===== src/rtl/spp_pkg.sv =====
package spp_pkg;

    typedef enum logic [2:0] {
        ST_IDLE,
        ST_PROT,
        ST_WAIT,
        ST_VWR,
        ST_VRD,
        ST_DONE
    } seq_state_e;

    typedef enum logic [1:0] {
        VERDICT_NONE,
        VERDICT_PASS,
        VERDICT_FAIL
    } verdict_e;

    typedef struct packed {
        logic       req;
        logic       we;
        logic [7:0] wdata;
    } bus_op_t;

    localparam logic [7:0] CMD_PROTECT      = 8'h60;
    localparam logic [7:0] CMD_VERIFY       = 8'h40;
    localparam logic [7:0] STATUS_PROTECTED = 8'h01;

    // Clock count for a pulse of the given length, at least one clock.
    function automatic int pulse_wait_cycles(input int freq_khz, input int pulse_us);
        int n;
        n = (freq_khz * pulse_us) / 1000;
        return (n < 1) ? 1 : n;
    endfunction

endpackage


===== src/rtl/spp_pulse_timer.sv =====
module spp_pulse_timer #(
    parameter int CYCLES = 15
) (
    input  logic clk,
    input  logic rst,
    input  logic load,
    input  logic run,
    output logic expired
);
    localparam int TW = $clog2(CYCLES + 1);
    localparam logic [TW-1:0] RELOAD = TW'(CYCLES - 1);

    logic [TW-1:0] cnt_q;

    always_ff @(posedge clk) begin
        if (rst) begin
            cnt_q <= '0;
        end else if (load) begin
            cnt_q <= RELOAD;
        end else if (run && cnt_q != '0) begin
            cnt_q <= cnt_q - 1'b1;
        end
    end

    assign expired = run && (cnt_q == '0);

    AST_EXPIRE_ONCE: assert property (@(posedge clk) disable iff (rst)
        expired |=> !expired);

endmodule


===== src/rtl/spp_attempt_ctr.sv =====
module spp_attempt_ctr #(
    parameter int MAX_PULSES = 25,
    parameter int CNT_W      = $clog2(MAX_PULSES + 1)
) (
    input  logic             clk,
    input  logic             rst,
    input  logic             restart,
    input  logic             step,
    output logic [CNT_W-1:0] count,
    output logic             at_limit
);
    localparam logic [CNT_W-1:0] LIMIT = CNT_W'(MAX_PULSES);

    logic [CNT_W-1:0] count_q;

    always_ff @(posedge clk) begin
        if (rst) begin
            count_q <= '0;
        end else if (restart) begin
            count_q <= CNT_W'(1);
        end else if (step && count_q != LIMIT) begin
            count_q <= count_q + 1'b1;
        end
    end

    assign count    = count_q;
    assign at_limit = (count_q == LIMIT);

    AST_COUNT_RANGE: assert property (@(posedge clk) disable iff (rst)
        count_q <= LIMIT);
    AST_COUNT_STEP: assert property (@(posedge clk) disable iff (rst)
        (count_q != $past(count_q)) |-> (count_q == CNT_W'(1) || count_q == $past(count_q) + 1'b1));

endmodule


===== src/rtl/sector_protect_seq.sv =====
module sector_protect_seq
    import spp_pkg::*;
#(
    parameter int ADDR_W       = 20,
    parameter int SECT_W       = 4,
    parameter int CLK_FREQ_KHZ = 100,
    parameter int PULSE_US     = 150,
    parameter int MAX_PULSES   = 25,
    parameter int CNT_W        = $clog2(MAX_PULSES + 1)
) (
    input  logic              clk,
    input  logic              rst,
    input  logic              start,
    input  logic [SECT_W-1:0] sector,
    output logic              busy,
    output logic              done,
    output logic              pass,
    output logic              fail,
    output logic [CNT_W-1:0]  pulse_count,
    output logic              bus_req,
    output logic              bus_we,
    output logic [ADDR_W-1:0] bus_addr,
    output logic [7:0]        bus_wdata,
    input  logic              bus_ack,
    input  logic [7:0]        bus_rdata
);
    localparam int WAIT_CYCLES = pulse_wait_cycles(CLK_FREQ_KHZ, PULSE_US);
    localparam int LOW_W       = ADDR_W - SECT_W;
    // Low address field of the protect and verify cycles: bit 1 set, bits 0 and 6 clear.
    localparam logic [LOW_W-1:0] CYCLE_LOW = LOW_W'(2);

    seq_state_e        state_q, state_d;
    verdict_e          verdict_q, verdict_d;
    logic [SECT_W-1:0] sect_q;
    bus_op_t           op;
    logic              accept;
    logic              timer_load, timer_run, timer_expired;
    logic              ctr_step, ctr_at_limit;
    logic              read_done, read_ok;

    assign accept    = start && (state_q == ST_IDLE || state_q == ST_DONE);
    assign read_done = (state_q == ST_VRD) && bus_ack;
    assign read_ok   = (bus_rdata == STATUS_PROTECTED);

    assign timer_load = (state_q == ST_PROT) && bus_ack;
    assign timer_run  = (state_q == ST_WAIT);
    assign ctr_step   = read_done && !read_ok && !ctr_at_limit;

    spp_pulse_timer #(
        .CYCLES (WAIT_CYCLES)
    ) i_timer (
        .clk     (clk),
        .rst     (rst),
        .load    (timer_load),
        .run     (timer_run),
        .expired (timer_expired)
    );

    spp_attempt_ctr #(
        .MAX_PULSES (MAX_PULSES),
        .CNT_W      (CNT_W)
    ) i_attempts (
        .clk      (clk),
        .rst      (rst),
        .restart  (accept),
        .step     (ctr_step),
        .count    (pulse_count),
        .at_limit (ctr_at_limit)
    );

    always_comb begin
        state_d   = state_q;
        verdict_d = verdict_q;
        unique case (state_q)
            ST_IDLE, ST_DONE: begin
                if (accept) begin
                    state_d   = ST_PROT;
                    verdict_d = VERDICT_NONE;
                end
            end
            ST_PROT: if (bus_ack)       state_d = ST_WAIT;
            ST_WAIT: if (timer_expired) state_d = ST_VWR;
            ST_VWR:  if (bus_ack)       state_d = ST_VRD;
            ST_VRD: begin
                if (bus_ack) begin
                    if (read_ok) begin
                        state_d   = ST_DONE;
                        verdict_d = VERDICT_PASS;
                    end else if (ctr_at_limit) begin
                        state_d   = ST_DONE;
                        verdict_d = VERDICT_FAIL;
                    end else begin
                        state_d   = ST_PROT;
                    end
                end
            end
            default: state_d = ST_IDLE;
        endcase
    end

    always_ff @(posedge clk) begin
        if (rst) begin
            state_q   <= ST_IDLE;
            verdict_q <= VERDICT_NONE;
            sect_q    <= '0;
        end else begin
            state_q   <= state_d;
            verdict_q <= verdict_d;
            if (accept) sect_q <= sector;
        end
    end

    always_comb begin
        op = '0;
        unique case (state_q)
            ST_PROT: op = '{req: 1'b1, we: 1'b1, wdata: CMD_PROTECT};
            ST_VWR:  op = '{req: 1'b1, we: 1'b1, wdata: CMD_VERIFY};
            ST_VRD:  op = '{req: 1'b1, we: 1'b0, wdata: 8'h00};
            default: op = '0;
        endcase
    end

    assign bus_req   = op.req;
    assign bus_we    = op.we;
    assign bus_wdata = op.wdata;
    assign bus_addr  = {sect_q, CYCLE_LOW};

    assign busy = (state_q == ST_PROT) || (state_q == ST_WAIT) ||
                  (state_q == ST_VWR)  || (state_q == ST_VRD);
    assign done = (state_q == ST_DONE);
    assign pass = (verdict_q == VERDICT_PASS);
    assign fail = (verdict_q == VERDICT_FAIL);

    AST_REQ_HOLD: assert property (@(posedge clk) disable iff (rst)
        (bus_req && !bus_ack) |=> (bus_req && $stable(bus_addr) && $stable(bus_we) && $stable(bus_wdata)));
    AST_PROT_ENCODING: assert property (@(posedge clk) disable iff (rst)
        (bus_req && bus_we && bus_wdata == CMD_PROTECT) |-> (bus_addr[6] == 1'b0 && bus_addr[1:0] == 2'b10));
    AST_VERDICT_EXCL: assert property (@(posedge clk) disable iff (rst)
        !(pass && fail));
    AST_DONE_HAS_VERDICT: assert property (@(posedge clk) disable iff (rst)
        done |-> (pass || fail));
    AST_BUSY_SECTOR_HELD: assert property (@(posedge clk) disable iff (rst)
        (busy && $past(busy)) |-> $stable(sect_q));
    AST_VERIFY_AFTER_WAIT: assert property (@(posedge clk) disable iff (rst)
        timer_expired |=> (bus_req && bus_we && bus_wdata == CMD_VERIFY));

endmodule


===== config.mk =====
export PLATFORM = sky130hd
export DESIGN_NAME = sector_protect_seq
export DESIGN_NICKNAME = d
export VERILOG_FILES = /design/src/rtl/spp_pkg.sv /design/src/rtl/spp_pulse_timer.sv /design/src/rtl/spp_attempt_ctr.sv /design/src/rtl/sector_protect_seq.sv
export SDC_FILE = /design/constraint.sdc
export NUM_CORES = 1
export LEC_CHECK = 0
export ABC_AREA = 1
export BUFFER_PORTS_ARGS = -buffer_cell sky130_fd_sc_hd__buf_2
export CAP_MARGIN = 20
export CORE_ASPECT_RATIO = 1.75
export CORE_MARGIN = 3
export CORE_UTILIZATION = 30
export CTS_BUF_LIST = sky130_fd_sc_hd__clkbuf_8
export CTS_CLUSTER_DIAMETER = 100
export CTS_CLUSTER_SIZE = 16
export DETAILED_ROUTE_END_ITERATION = 16
export PLACE_DENSITY_LB_ADDON = 0.1
export SYNTH_ARGS = -nofsm -noshare
export SYNTH_HDL_FRONTEND = slang
export SYNTH_SLANG_ARGS = --single-unit

===== constraint.sdc =====
create_clock -name clk -period 3.35 [get_ports clk]
set_clock_uncertainty 0.1 [all_clocks]
set_input_delay 0.5025 -clock clk [delete_from_list [all_inputs] [get_ports clk]]
set_output_delay 0.5025 -clock clk [all_outputs]
set_load 0.01 [all_outputs]

**Word level (Yosys, flattened, before mapping)**

Index checks and enable logic that the tools add are counted.

- Flip-flop bits (word level): 18

- $add $sub $neg: 2
- Equal/unequal tests: 16
- Muxes and demuxes: 18
- Reductions and logical operators: 25

Operator list:

| operator | count |
|---|---|
| 10-bit one-hot mux with 3 select lines | 1 |
| 3-bit 2-to-1 mux | 7 |
| 3-bit one-hot mux with 5 select lines | 1 |
| 2-bit inequality test, second input constant | 5 |
| 8-bit by 1-bit equality test with 1-bit output, second input constant | 1 |
| 1-bit logical AND | 8 |
| 2-bit 2-to-1 mux | 4 |
| 4-bit 2-to-1 mux | 2 |
| 3-bit by 2-bit equality test with 1-bit output, second input constant | 2 |
| 3-bit equality test, second input constant | 2 |
| 2-bit nonzero test | 3 |
| 2-bit OR reduction | 3 |
| 5-bit by 1-bit adder with 5-bit output, second input constant | 1 |
| 5-bit equality test, second input constant | 1 |
| 5-bit inequality test, second input constant | 1 |
| 5-bit AND reduction | 1 |
| 4-bit zero test | 1 |
| 1-bit logical OR | 4 |
| 2-bit one-hot mux with 2 select lines | 1 |
| 4-bit AND reduction | 1 |
| 4-bit nonzero test | 1 |
| 4-bit by 1-bit subtractor with 4-bit output, second input constant | 1 |
| 3-bit by 1-bit equality test with 1-bit output, second input constant | 1 |
| 3-bit zero test | 1 |
| other kinds (5) | 7 |

**Longest topological paths before layout**

- Depth after elaboration: 7
- Gate-level depth with buffers: 9

**Modules after synthesis**

A second synthesis with hierarchy kept.

- Cells, all modules: 206
- Area, all modules: 1,338.8 µm²

Modules (own cells, without submodules):

| module | times used | cells an instance | area an instance (µm²) | seq. area each (µm²) |
|---|---|---|---|---|
| sector_protect_seq | 1 | 123 | 794.5 | 180.2 |
| spp_attempt_ctr | 1 | 45 | 301.5 | 100.1 |
| spp_pulse_timer | 1 | 38 | 242.7 | 80.1 |

**Worst setup path before layout**

No wires, ideal clock.

- Path type: register to output
- Start: reg state_q[2]
- End: out busy
- Data arrival time: 932 ps
- Data required time: 2,747 ps
- Slack: 1,815 ps
- Cell stages (with the launch flop): 6
- Path through: dfxtp_1 -> inv_2 -> nand2_2 -> nor2_1 -> inv_1 -> nand4_1

- Cells in the longest elaborated chain, start to end: 4
- Elaborated cells between the ends (all ways): 7
- Those cells by class: eq/ne (4); reduce/logical (3)

RTL lines:

| item | RTL line | source |
|---|---|---|
| start, declared | sector_protect_seq.sv:32 | `seq_state_e state_q, state_d;` |
| start signal, assigned | sector_protect_seq.sv:107 | `state_q <= state_d;` |
| 3-bit by 1-bit equality test with 1-bit output / 3-bit by 2-bit equality test with 1-bit output (equally long branches) | sector_protect_seq.sv:128 | `assign busy = (state_q == ST_PROT) \|\| (state_q == ST_WAIT) \|\|` |
| 1-bit logical OR (2 in a row) | sector_protect_seq.sv:128 |  |
| 1-bit logical OR (*) | sector_protect_seq.sv:129 | `(state_q == ST_VWR) \|\| (state_q == ST_VRD);` |
| end, declared | sector_protect_seq.sv:15 | `output logic busy,` |

Mark *: on every way between the ends. The rest lies on a longest branch, timed or not.

**Worst setup path after layout**

Same ends and word-level chain as after synthesis.

==> metrics.cfg <==
[sta]
hold_viol_final = 0
drv_slew = 0
setup_ws_ps = 1480
worst_hold_slack_ps = 361
setup_tns_ps = 0
final.min_clock_period_ps = 1870
grt_setup_unrepaired = false
min_period_over_period = 0.557
clock.fmax_ghz = 0.536
setup_violations = 0

[die]
initial_core_util = 0.317
die_x_um = 56.5
ios = 55
core.rowCount = 31
core_um2 = 4230
die_y_um = 94.4
dieArea_um2 = 5340

[setup_path]
crit_fanout = 6
critPathRequiredTime_ps = 2750
crit_type = flip-flop to output pin
end_kind = output pin
start_kind = flip-flop
worstPathArrival_ps = 1260
rr_worst_depth = 6

[grt]
grt_pass1_vias = 1139
grt_max_degree = 13
grt_pass1_wl_um = 4950
grtUsageTotal = 0.117
antenna_found_initial = 0
gr-total-overflow = 0

[clocking]
cts-htree-levels = 1
hold_buffers = 0
clock_latency_ps = 250
post_cts_buffers = 0
clkSinkCount = 18
clkTransAtPathRegs_ps = 80
cts_tree = yes
numCtsBuffers = 3
cts_resized = 0
clock_path_buffers = 2
root_buffer = clkbuf_8

[final_layout]
layout_commonest_cell = nand2_1
diodes = 0
nets = 260
area_growth_pct = 11.8
final_cell_mix = nand2_1, buf_2, inv_1
final_cells = 288
fillCellCount = 491
drive_above_1_share = 0.209

[routing]
firstDrtPassIters = 3
drtAntennaViolNets = 0
vias = 1232
drc = 0
via_per_inst = 4.28
wire_per_inst_um = 10.6
drtIter0Drc = 9
drt-total-wl_um = 3050

[yosys]
yosys.area.top_type_share = 0.269
synth_area_leaders = dfxtp_1, nand2_1, buf_4
synth-seq-cells = 18
synth-seq-area-share = 0.269
yosysTopAreaCell = dfxtp_1
netlist_instances = 209
ys_types = 24
ys_warn_count = 0
syn_avg_cell_area_um2 = 6.41
syn_area_um2 = 1340

[place]
place_inst = 284
place_ws_ps = 1760
dp_hpwl_um = 2500
io_buffers = 32
gp_congestion = 0.846

[outcome]
status = finished clean

[power]
p_leak_nw = 0.830
ir_drop_uv = 430
fin_total_pwr_mw = 1.06
power_density_nw_per_um2 = 708

[flow_run]
maxCapViolations = 0

[hold_path]
hold-path-cell-count = 2
hold_class = flip-flop to flip-flop

state kept, by name (all words and copies together), names as in the netlist:
name / flops
verdict_q: 2
i_attempts.count: 5
i_timer.cnt_q: 4
sect_q: 4
state_q: 3
path summary, 6_finish.rpt:
path,start,to,slack (ps)
setup / recovery,state_q[2],busy,1480
hold / removal,i_timer.cnt_q[0],i_timer.cnt_q[0],360
setup reg to reg,i_attempts.count[0],verdict_q[0],1870
hold reg to reg,i_timer.cnt_q[0],i_timer.cnt_q[0],360
cells in the mapped netlist:
cell type and number:
dfxtp_1 18, inv_1 30, o211ai_1 1, nand4_1 9, nand2_2 4, xor2_1 1
buf_4 23, nor3_1 2, buf_2 2, nand2_1 47, nand3_1 13, nand3_2 3
o21ai_0 5, nor2_1 25, nor2_4 2, a21oi_1 10, conb_1 2, buf_6 1
ha_1 4, clkinv_1 1, nor2_2 3, a31oi_1 1, inv_2 1, nand4_2 1
cell type report:
class	count	area, µm²	area share
Multi-Input combinational cell	153	741	0.495
Clock buffer	4	55.1	0.0368
Inverter	32	120	0.0802
Timing Repair Buffer	32	160	0.107
Sequential cell	18	360	0.241
Tap cell	49	61.3	0.0409
per-stage QoR:
step                      instance area, µm²  utilization
after global routing                    1500        0.354
after global placement                  1440        0.341
final                                   1500        0.354
after CTS                               1500        0.354
after detailed placement                1440        0.341
after floorplan                         1420            -
report_power, final:
| part | switching [mW] | internal, mW | total [mW] |
|---|---|---|---|
| registers | 0.0580 | 0.273 | 0.331 |
| logic | 0.349 | 0.199 | 0.548 |
| clock network | 0.0778 | 0.104 | 0.182 |
| total | 0.485 | 0.576 | 1.06 |
routing by layer:
| layer | routed length (µm) | share of wire | track usage | vias up |
|---|---|---|---|---|
| li1 | - | - | - | 666 |
| met1 | 1170 | 0.38 | 0.120 | 536 |
| met2 | 1710 | 0.56 | 0.230 | 28 |
| met3 | 147 | 0.048 | 0.0164 | 2 |
| met4 | 28 | 0.0092 | 0.0475 | 0 |
| met5 | 0 | 0 | 0 | - |
logic make-up (layout without fill, tap and decap cells):
group                    Yosys count  count (layout)  synth area share
AND/OR/NAND/NOR                  109             109             0.381
buffers and inverters             58              68             0.234
AO/OA/AOI/OAI                     17              17            0.0663
flip-flops                        18              18             0.269
other                              2              22           0.00560
XOR/XNOR                           1               1           0.00654
adder cells (fa/ha/maj)            4               4            0.0373
critical path: stages, from the launching register on:
cell	delay, ps
dfxtp_1	440
inv_2	70
nand2_2	110
inv_1	90
nand2_1	80
nand4_1	80
buf_2	140
(Power assumes the default switching activity.)
